===== src/rtl/op_status_pkg.sv =====
package op_status_pkg;
  localparam int unsigned STAT_W  = 8;
  localparam int unsigned B_POLL  = 7;
  localparam int unsigned B_TOG   = 6;
  localparam int unsigned B_FAIL  = 5;
  localparam int unsigned B_PHASE = 4;
  localparam int unsigned B_WIN   = 3;
  localparam int unsigned RSV_W   = B_WIN;

  typedef struct packed {
    logic active;
    logic erase;
    logic d7;
    logic fail;
  } op_state_t;
endpackage


===== src/rtl/ost_tracker.sv =====
module ost_tracker
  import op_status_pkg::*;
(
  input  logic      clk_i,
  input  logic      rst_ni,
  input  logic      op_start_i,
  input  logic      op_erase_i,
  input  logic      wr_d7_i,
  input  logic      done_i,
  input  logic      timeout_i,
  input  logic      reset_cmd_i,
  output op_state_t st_o
);
  op_state_t st_q;

  always_ff @(posedge clk_i or negedge rst_ni) begin
    if (!rst_ni) begin
      st_q <= '0;
    end else if (reset_cmd_i) begin
      st_q.active <= 1'b0;
      st_q.fail   <= 1'b0;
    end else if (op_start_i) begin
      st_q.active <= 1'b1;
      st_q.erase  <= op_erase_i;
      st_q.d7     <= wr_d7_i;
      st_q.fail   <= 1'b0;
    end else if (st_q.active) begin
      if (timeout_i) st_q.fail <= 1'b1;
      else if (done_i && !st_q.fail) st_q.active <= 1'b0;
    end
  end

  assign st_o = st_q;
endmodule


===== src/rtl/ost_toggle.sv =====
module ost_toggle (
  input  logic clk_i,
  input  logic rst_ni,
  input  logic clear_i,
  input  logic en_i,
  input  logic rd_strobe_i,
  output logic tog_o
);
  logic tog_q;

  always_ff @(posedge clk_i or negedge rst_ni) begin
    if (!rst_ni)                 tog_q <= 1'b0;
    else if (clear_i)            tog_q <= 1'b0;
    else if (en_i && rd_strobe_i) tog_q <= ~tog_q;
  end

  assign tog_o = tog_q;
endmodule


===== src/rtl/ost_encode.sv =====
module ost_encode
  import op_status_pkg::*;
(
  input  op_state_t          st_i,
  input  logic               tog_i,
  input  logic               win_open_i,
  output logic [STAT_W-1:0]  status_o
);
  logic [STAT_W-1:0] byte_w;

  always_comb begin
    byte_w           = '0;
    byte_w[B_POLL]   = st_i.erase ? 1'b0 : ~st_i.d7;
    byte_w[B_TOG]    = tog_i;
    byte_w[B_FAIL]   = st_i.fail;
    byte_w[B_PHASE]  = st_i.fail & st_i.erase;
    byte_w[B_WIN]    = st_i.erase & ~win_open_i;
    byte_w[RSV_W-1:0] = '0;
  end

  assign status_o = st_i.active ? byte_w : '0;
endmodule


===== src/rtl/op_status_gen.sv =====
module op_status_gen
  import op_status_pkg::*;
(
  input  logic              clk_i,
  input  logic              rst_ni,
  input  logic              op_start_i,
  input  logic              op_erase_i,
  input  logic              wr_d7_i,
  input  logic              busy_i,
  input  logic              done_i,
  input  logic              win_open_i,
  input  logic              timeout_i,
  input  logic              rd_strobe_i,
  input  logic              reset_cmd_i,
  output logic [STAT_W-1:0] status_o,
  output logic              status_sel_o
);
  op_state_t st;
  logic      tog;
  logic      tog_en;

  ost_tracker u_trk (
    .clk_i, .rst_ni, .op_start_i, .op_erase_i, .wr_d7_i,
    .done_i, .timeout_i, .reset_cmd_i, .st_o(st)
  );

  // toggling continues through the window and after a failure
  assign tog_en = st.active & (busy_i | win_open_i | st.fail);

  ost_toggle u_tog (
    .clk_i, .rst_ni,
    .clear_i(reset_cmd_i | op_start_i),
    .en_i(tog_en),
    .rd_strobe_i,
    .tog_o(tog)
  );

  ost_encode u_enc (
    .st_i(st), .tog_i(tog), .win_open_i, .status_o
  );

  assign status_sel_o = st.active;
endmodule


===== config.mk =====
export PLATFORM = sky130hd
export DESIGN_NAME = op_status_gen
export DESIGN_NICKNAME = d
export VERILOG_FILES = /design/src/rtl/op_status_pkg.sv /design/src/rtl/ost_tracker.sv /design/src/rtl/ost_toggle.sv /design/src/rtl/ost_encode.sv /design/src/rtl/op_status_gen.sv
export SDC_FILE = /design/constraint.sdc
export NUM_CORES = 1
export LEC_CHECK = 0
export ABC_AREA = 1
export BUFFER_PORTS_ARGS = -buffer_cell sky130_fd_sc_hd__buf_2
export CAP_MARGIN = 20
export CORE_AREA = 2 2 39 41
export DETAILED_ROUTE_END_ITERATION = 7
export DIE_AREA = 0 0 41 43
export PLACE_DENSITY = 0.53
export REMOVE_ABC_BUFFERS = 1
export SLEW_MARGIN = 20
export SYNTH_ARGS = -nofsm -noshare
export SYNTH_HDL_FRONTEND = slang
export SYNTH_SLANG_ARGS = --single-unit

===== constraint.sdc =====
create_clock -name clk_i -period 0.9 [get_ports clk_i]
set_clock_uncertainty 0.1 [all_clocks]
set_input_delay 0.135 -clock clk_i [delete_from_list [all_inputs] [get_ports clk_i]]
set_output_delay 0.135 -clock clk_i [all_outputs]
set_load 0.02 [all_outputs]

==> reports/qor.txt, run 1 <==
DP Wirelength -> 549 um
Core Util, Final -> 39.8%
wire per inst -> 9.84 um
critical path's slowest cell -> dfrtp_1
total power -> 0.691 mW
Syn. warnings -> 0
Top-Level Pins -> 20
Detailed Routing Iterations Pass 1 -> 4
largest stage delay on the critical path -> 0.41 ns
Max Cap Viol -> 0
Worst setup EP type -> output pin
CTS Sinks -> 5
Final min period -> 1.25 ns
dpl cells -> 77
CTS tree -> yes
Distinct cells, synth -> 15
gr ovfl total -> 0
cells along the critical path -> buf_6, nand2_4, inv_2, buf_6
Final WS setup -> -0.349 ns
Largest delay share family, worst path -> flip-flops
hold crit path type -> in -> reg
P&R area growth vs syn -> 81.8%
routed via count -> 355
Hold Fails Final Rpt -> 0
Final setup viols -> 9
Pint -> 0.495 mW
Slew Limit Fails -> 0
peak fanout along the critical path -> 3
Core Box Area -> 1380 um^2
synth top area cells -> dfrtp_1 (41%), nand2_1 (14%), inv_1 (11%), buf_4 (7.4%), nor2_1 (5.0%)
# diodes -> 0
failing checks -> setup timing
clk root buf -> clkbuf_4
Synth top area share -> 41.3%
critical path type -> reg -> out
Cells after Synth -> 44
WP buf/inv -> 3
Comb pwr share -> 26.2%
Die Ht -> 43 um
share of cells above drive strength 1 -> 52.1%
# fillers -> 140
number of global-route vias before repair -> 344
Routed Antenna Nets -> 0
setup TNS -> -2.61 ns
Worst EP arrival -> 1.01 ns
Critical Path RT -> 0.66 ns
Total Nets Final -> 83
DRC Markers -> 0
vias per inst -> 4.08
Sw Ratio -> 28.4%
Die Wd -> 41 um
Synth Cell Area -> 303 um^2
Top cell by count, worst path -> buf_6
run status -> finished, violations left
Register Area -> 125 um^2
die area -> 1760 um^2
worst vdd ir -> 0.587 mV
most frequent cells in the layout -> nand2_1 (10), buf_2 (10), inv_1 (6), buf_4 (6), buf_6 (6)
static leakage -> 0.322 nW
dpl ws -> -0.145 ns
unrepaired setup endpoints after global routing -> yes
initial DRC count -> 6
final WL -> 856 um
IO Port Bufs -> 16
switching power -> 0.196 mW
Tot GR Track Use -> 10.2%
clock share of power -> 36.6%
Site Rows -> 14
Pwr Density -> 1250 nW/um^2
CP Launch Type -> flop
Starting Density -> 21.9%
Skew-Pair Late Insertion Delay -> 0.23 ns
fin cells -> 87
Max clock buf depth -> 2
CTS Buf Count -> 3
syn avg cell area -> 6.88 um^2
Synth Register Bits -> 5
Synth area leader -> dfrtp_1
first-pass GRT wire length -> 1.23 mm
register share of total power -> 37.2%
area of the multi-input gates -> 159 um^2
fin crit share -> 139%
Seq/Total Area, Yosys -> 41.3%
largest net degree at the start of global routing -> 6
maximum clock rate -> 0.801 GHz
antenna violations before repair -> 0
CTS H-Tree Depth -> 1
GPL Wtd Cong -> 0.658
CTS clk-pin slew, worst paths -> 0.05 ns
worst register-to-register path, stage by stage, from the launching register on:
cell,delay (ns)
dfrtp_1,0.41
buf_4,0.15
buf_6,0.11
buf_4,0.13
nand2_1,0.05
nand2_1,0.04
nand2_1,0.05
inv_1,0.03
layer usage:
metal	vias to the layer above	part of all wire (%)	GRT usage [%]
met4	0	0	8.00
met2	11	59	15.9
met3	0	5.8	0
met5	-	0	0
met1	167	36	12.5
li1	177	-	-
synth_stat cells, drive strengths merged:
master,count
nor2,5
nand3,2
nand4,1
nand2,12
conb,1
dfrtp,5
nor3,2
buf,3
inv,10
o21ai,1
a21oi,2
power groups by stage:
stage	clock network, mW	logic, mW	registers [mW]
after CTS	0.257	0.151	0.255
after detailed placement	0	0.123	0.258
after global placement	0	0.122	0.258
final	0.253	0.181	0.257
after floorplan	0	0.0601	0.260
after global routing	0.261	0.200	0.259
layout make-up:
class	count	share of cell area [%]
Clock buffer	4	4.77
Timing Repair Buffer	24	33.2
Sequential cell	5	22.7
Tap cell	16	3.64
Multi-Input combinational cell	28	28.9
Inverter	10	6.82
cells by family (layout without fill, tap and decap cells):
group | Yosys count | in the layout | synth area share (%)
DFF | 5 | 5 | 41.3
and+or+nand+nor | 22 | 22 | 31.4
buffers and inverters | 13 | 38 | 19.8
AOI/OAI and AO/OA | 3 | 3 | 6.20
other | 1 | 3 | 1.24
through the flow:
stage	area [um^2]	hold slack (ns)
after global routing	551	0.0815
after floorplan	288	-0.261
after detailed placement	403	-0.147
after global placement	403	-0.141
final	551	0.0446
after CTS	494	0.0359
sequential cells by signal, indices dropped and copies added, names as in the netlist:
register,flops
u_trk.st_o,4
u_tog.tog_o,1
final timing paths:
path / endpoint / cells after the start / slack (ns) / startpoint
worst max register to register: u_trk.st_o[0] / 7 / -0.27 / u_trk.st_o[3]
worst min-delay path: u_trk.st_o[1] / 3 / 0.04 / wr_d7_i
min in group asynchronous: u_trk.st_o[2] / 2 / 0.15 / rst_ni
worst max-delay path: status_o[5] / 4 / -0.35 / u_trk.st_o[3]
worst min register to register: u_tog.tog_o / 2 / 0.44 / u_tog.tog_o
max in group asynchronous: u_trk.st_o[3] / 2 / 0.41 / rst_ni
what timing repair did:
item                                   in CTS  in global routing
setup endpoints to repair                   9                  9
gates resized for setup                     8                 16
hold buffers                                2                  0
endpoints found under the hold margin       6                  0
setup buffers                               3                  1
Note: power is estimated with default switching activity, not from simulation.
==> run 2: changes to the inputs <==
--- a/config.mk
+++ b/config.mk
@@ -5,14 +5,13 @@
 export SDC_FILE = /design/constraint.sdc
 export NUM_CORES = 1
 export LEC_CHECK = 0
-export ABC_AREA = 1
+export ABC_AREA = 0
 export BUFFER_PORTS_ARGS = -buffer_cell sky130_fd_sc_hd__buf_2
 export CAP_MARGIN = 20
 export CORE_AREA = 2 2 39 41
 export DETAILED_ROUTE_END_ITERATION = 7
 export DIE_AREA = 0 0 41 43
-export PLACE_DENSITY = 0.53
-export REMOVE_ABC_BUFFERS = 1
+export PLACE_DENSITY = 0.5
 export SLEW_MARGIN = 20
 export SYNTH_ARGS = -nofsm -noshare
 export SYNTH_HDL_FRONTEND = slang
==> run 2 against run 1 <==
Flip-flop and latch count did not move; via count decreased by 23%; power shrank 0.39%; first-iteration DRC count is 83% lower; final cell count is 22% lower; clock power is essentially flat; combinational power is 12% lower; clock-buffer cell count unchanged; largest power group unchanged; global-route usage down 1.6 points; the run still ends with setup timing left; die area unchanged; sequential share of layout area rose by 2.3 points; critical path depth decreased by 2.
==> reports/qor.txt, run 2 <==
Pwr Density -> 1350 nW/um^2
Max Cap Viol -> 0
Cells after Synth -> 26
Worst EP arrival -> 0.99 ns
ys async rst share -> 100%
Detailed Routing Iterations Pass 1 -> 3
Routed Antenna Nets -> 0
Core Util, Final -> 36.9%
Worst setup EP type -> output pin
dpl ws -> -0.270 ns
hold crit path type -> in -> reg
unrepaired setup endpoints after global routing -> yes
syn avg cell area -> 10.2 um^2
Total Nets Final -> 64
static leakage -> 0.250 nW
Die Wd -> 41 um
CP Launch Type -> flop
wire per inst -> 8.87 um
max reg flops -> 4
Die Ht -> 43 um
Hold Fails Final Rpt -> 0
Final setup viols -> 10
top post-synthesis cells by count -> dfrtp_1 (5), buf_4 (3)
Synth Cell Area -> 265 um^2
Synth area leader -> dfrtp_1
DRC Markers -> 0
Core Box Area -> 1380 um^2
clk root buf -> clkbuf_4
failing checks -> setup timing
Post-synth EDFFs -> 0
Starting Density -> 19.2%
CTS Sinks -> 5
gr ovfl total -> 0
Register Area -> 128 um^2
most frequent cells in the layout -> buf_2 (10), buf_4 (6), buf_6 (6)
GPL Wtd Cong -> 0.577
Seq/Total Area, Yosys -> 47.2%
die area -> 1760 um^2
Sw Ratio -> 26.3%
fin crit share -> 136%
Tot GR Track Use -> 8.58%
# diodes -> 0
first-pass GRT wire length -> 931 um
CTS Buf Count -> 3
Top-Level Pins -> 20
synth top area cells -> dfrtp_1 (47%), buf_4 (8.5%), mux2_1 (8.5%), and2_1 (4.7%), a21oi_1 (3.8%)
switching power -> 0.181 mW
initial DRC count -> 1
Max clock buf depth -> 2
Final WS setup -> -0.325 ns
Critical Path RT -> 0.66 ns
CTS H-Tree Depth -> 1
Distinct cells, synth -> 15
Comb pwr share -> 23.2%
peak fanout along the critical path -> 8
Final min period -> 1.22 ns
most common cell after layout, fill and taps aside -> buf_2
final instance area -> 510 um^2
maximum clock rate -> 0.817 GHz
Synth top area share -> 47.2%
Syn. warnings -> 0
Slew Limit Fails -> 0
CTS clk-pin slew, worst paths -> 0.04 ns
critical path type -> reg -> out
Skew-Pair Late Insertion Delay -> 0.24 ns
CTS tree -> yes
Synth Register Bits -> 5
DP Wirelength -> 504 um
run status -> finished, violations left
Main synth FF type -> dfrtp_1
Pint -> 0.507 mW
# fillers -> 153
dpl cells -> 61
vias per inst -> 4.03
register share of total power -> 39.5%
largest net degree at the start of global routing -> 9
number of global-route vias before repair -> 269
Placement Cell Area -> 402 um^2
share of cells above drive strength 1 -> 67.3%
antenna violations before repair -> 0
worst vdd ir -> 0.378 mV
setup TNS -> -2.57 ns
clock share of power -> 37.3%
P&R area growth vs syn -> 92.5%
fin cells -> 68
IO Port Bufs -> 16
final WL -> 603 um
cell with the most instances after synthesis -> dfrtp_1
area of the multi-input gates -> 164 um^2
Site Rows -> 14
routed via count -> 274
run 2: logic make-up (layout without fill, tap and decap cells):
group | Yosys count | in the layout | share of synthesized area [%]
xor+xnor | 1 | 1 | 3.30
buf+inv | 3 | 27 | 8.49
flops | 5 | 5 | 47.2
compound gates | 3 | 3 | 7.08
mux | 2 | 2 | 8.49
other cells | 1 | 3 | 1.41
simple gates | 11 | 11 | 24.1
run 2: worst paths after layout:
kind                                    start             to  slack, ns  depth (start not counted)
worst max register to register  u_trk.st_o[0]    u_tog.tog_o      -0.27                          3
worst min register to register  u_trk.st_o[1]  u_trk.st_o[1]       0.48                          1
worst min-delay path                  wr_d7_i  u_trk.st_o[1]       0.03                          2
max in group asynchronous              rst_ni  u_trk.st_o[2]       0.41                          2
worst max-delay path            u_trk.st_o[3]    status_o[4]      -0.32                          2
min in group asynchronous              rst_ni  u_trk.st_o[0]       0.14                          2
run 2: metrics by stage:
stage	power, mW	hold WS, ns
2_1_floorplan	0.338	-0.261
3_3_place_gp	0.390	-0.145
3_5_place_dp	0.390	-0.144
4_1_cts	0.684	0.0124
5_1_grt	0.731	0.0332
6_report	0.688	0.0302
run 2: power by group through the flow:
| stage | sequential (mW) | clock [mW] | combinational (mW) |
|---|---|---|---|
| floorplan | 0.272 | 0 | 0.0661 |
| global placement | 0.272 | 0 | 0.118 |
| detailed placement | 0.272 | 0 | 0.118 |
| CTS | 0.271 | 0.267 | 0.146 |
| global route | 0.275 | 0.283 | 0.173 |
| finish | 0.272 | 0.256 | 0.160 |
run 2: repair_timing:
action                                  CTS  global route
setup buffers                             1             1
hold endpoints to repair                  5             0
hold buffers                              1             0
pin swaps                                 3             1
endpoints found under the setup margin   11            11
gates resized for setup                  14             4
gates cloned                              0             0
run 2: cell type report:
cell class	count	area share, %
timing repair buffer	23	33.8
clock buffer	4	5.15
tap	16	3.92
sequential	5	25.0
multi-input combinational	20	32.1
run 2: critical path: stages, from the launching register on:
cell	delay [ns]
dfrtp_2	0.44
and3_4	0.19
buf_6	0.12
run 2: routing by layer:
layer,wire [um],GRT usage (%),vias to the layer above,part of all wire [%]
met5,0,0,-,0
met4,17,8.00,0,2.8
met3,55,4.71,4,9.1
met2,353,15.0,11,59
met1,177,5.23,124,29
li1,-,-,135,-
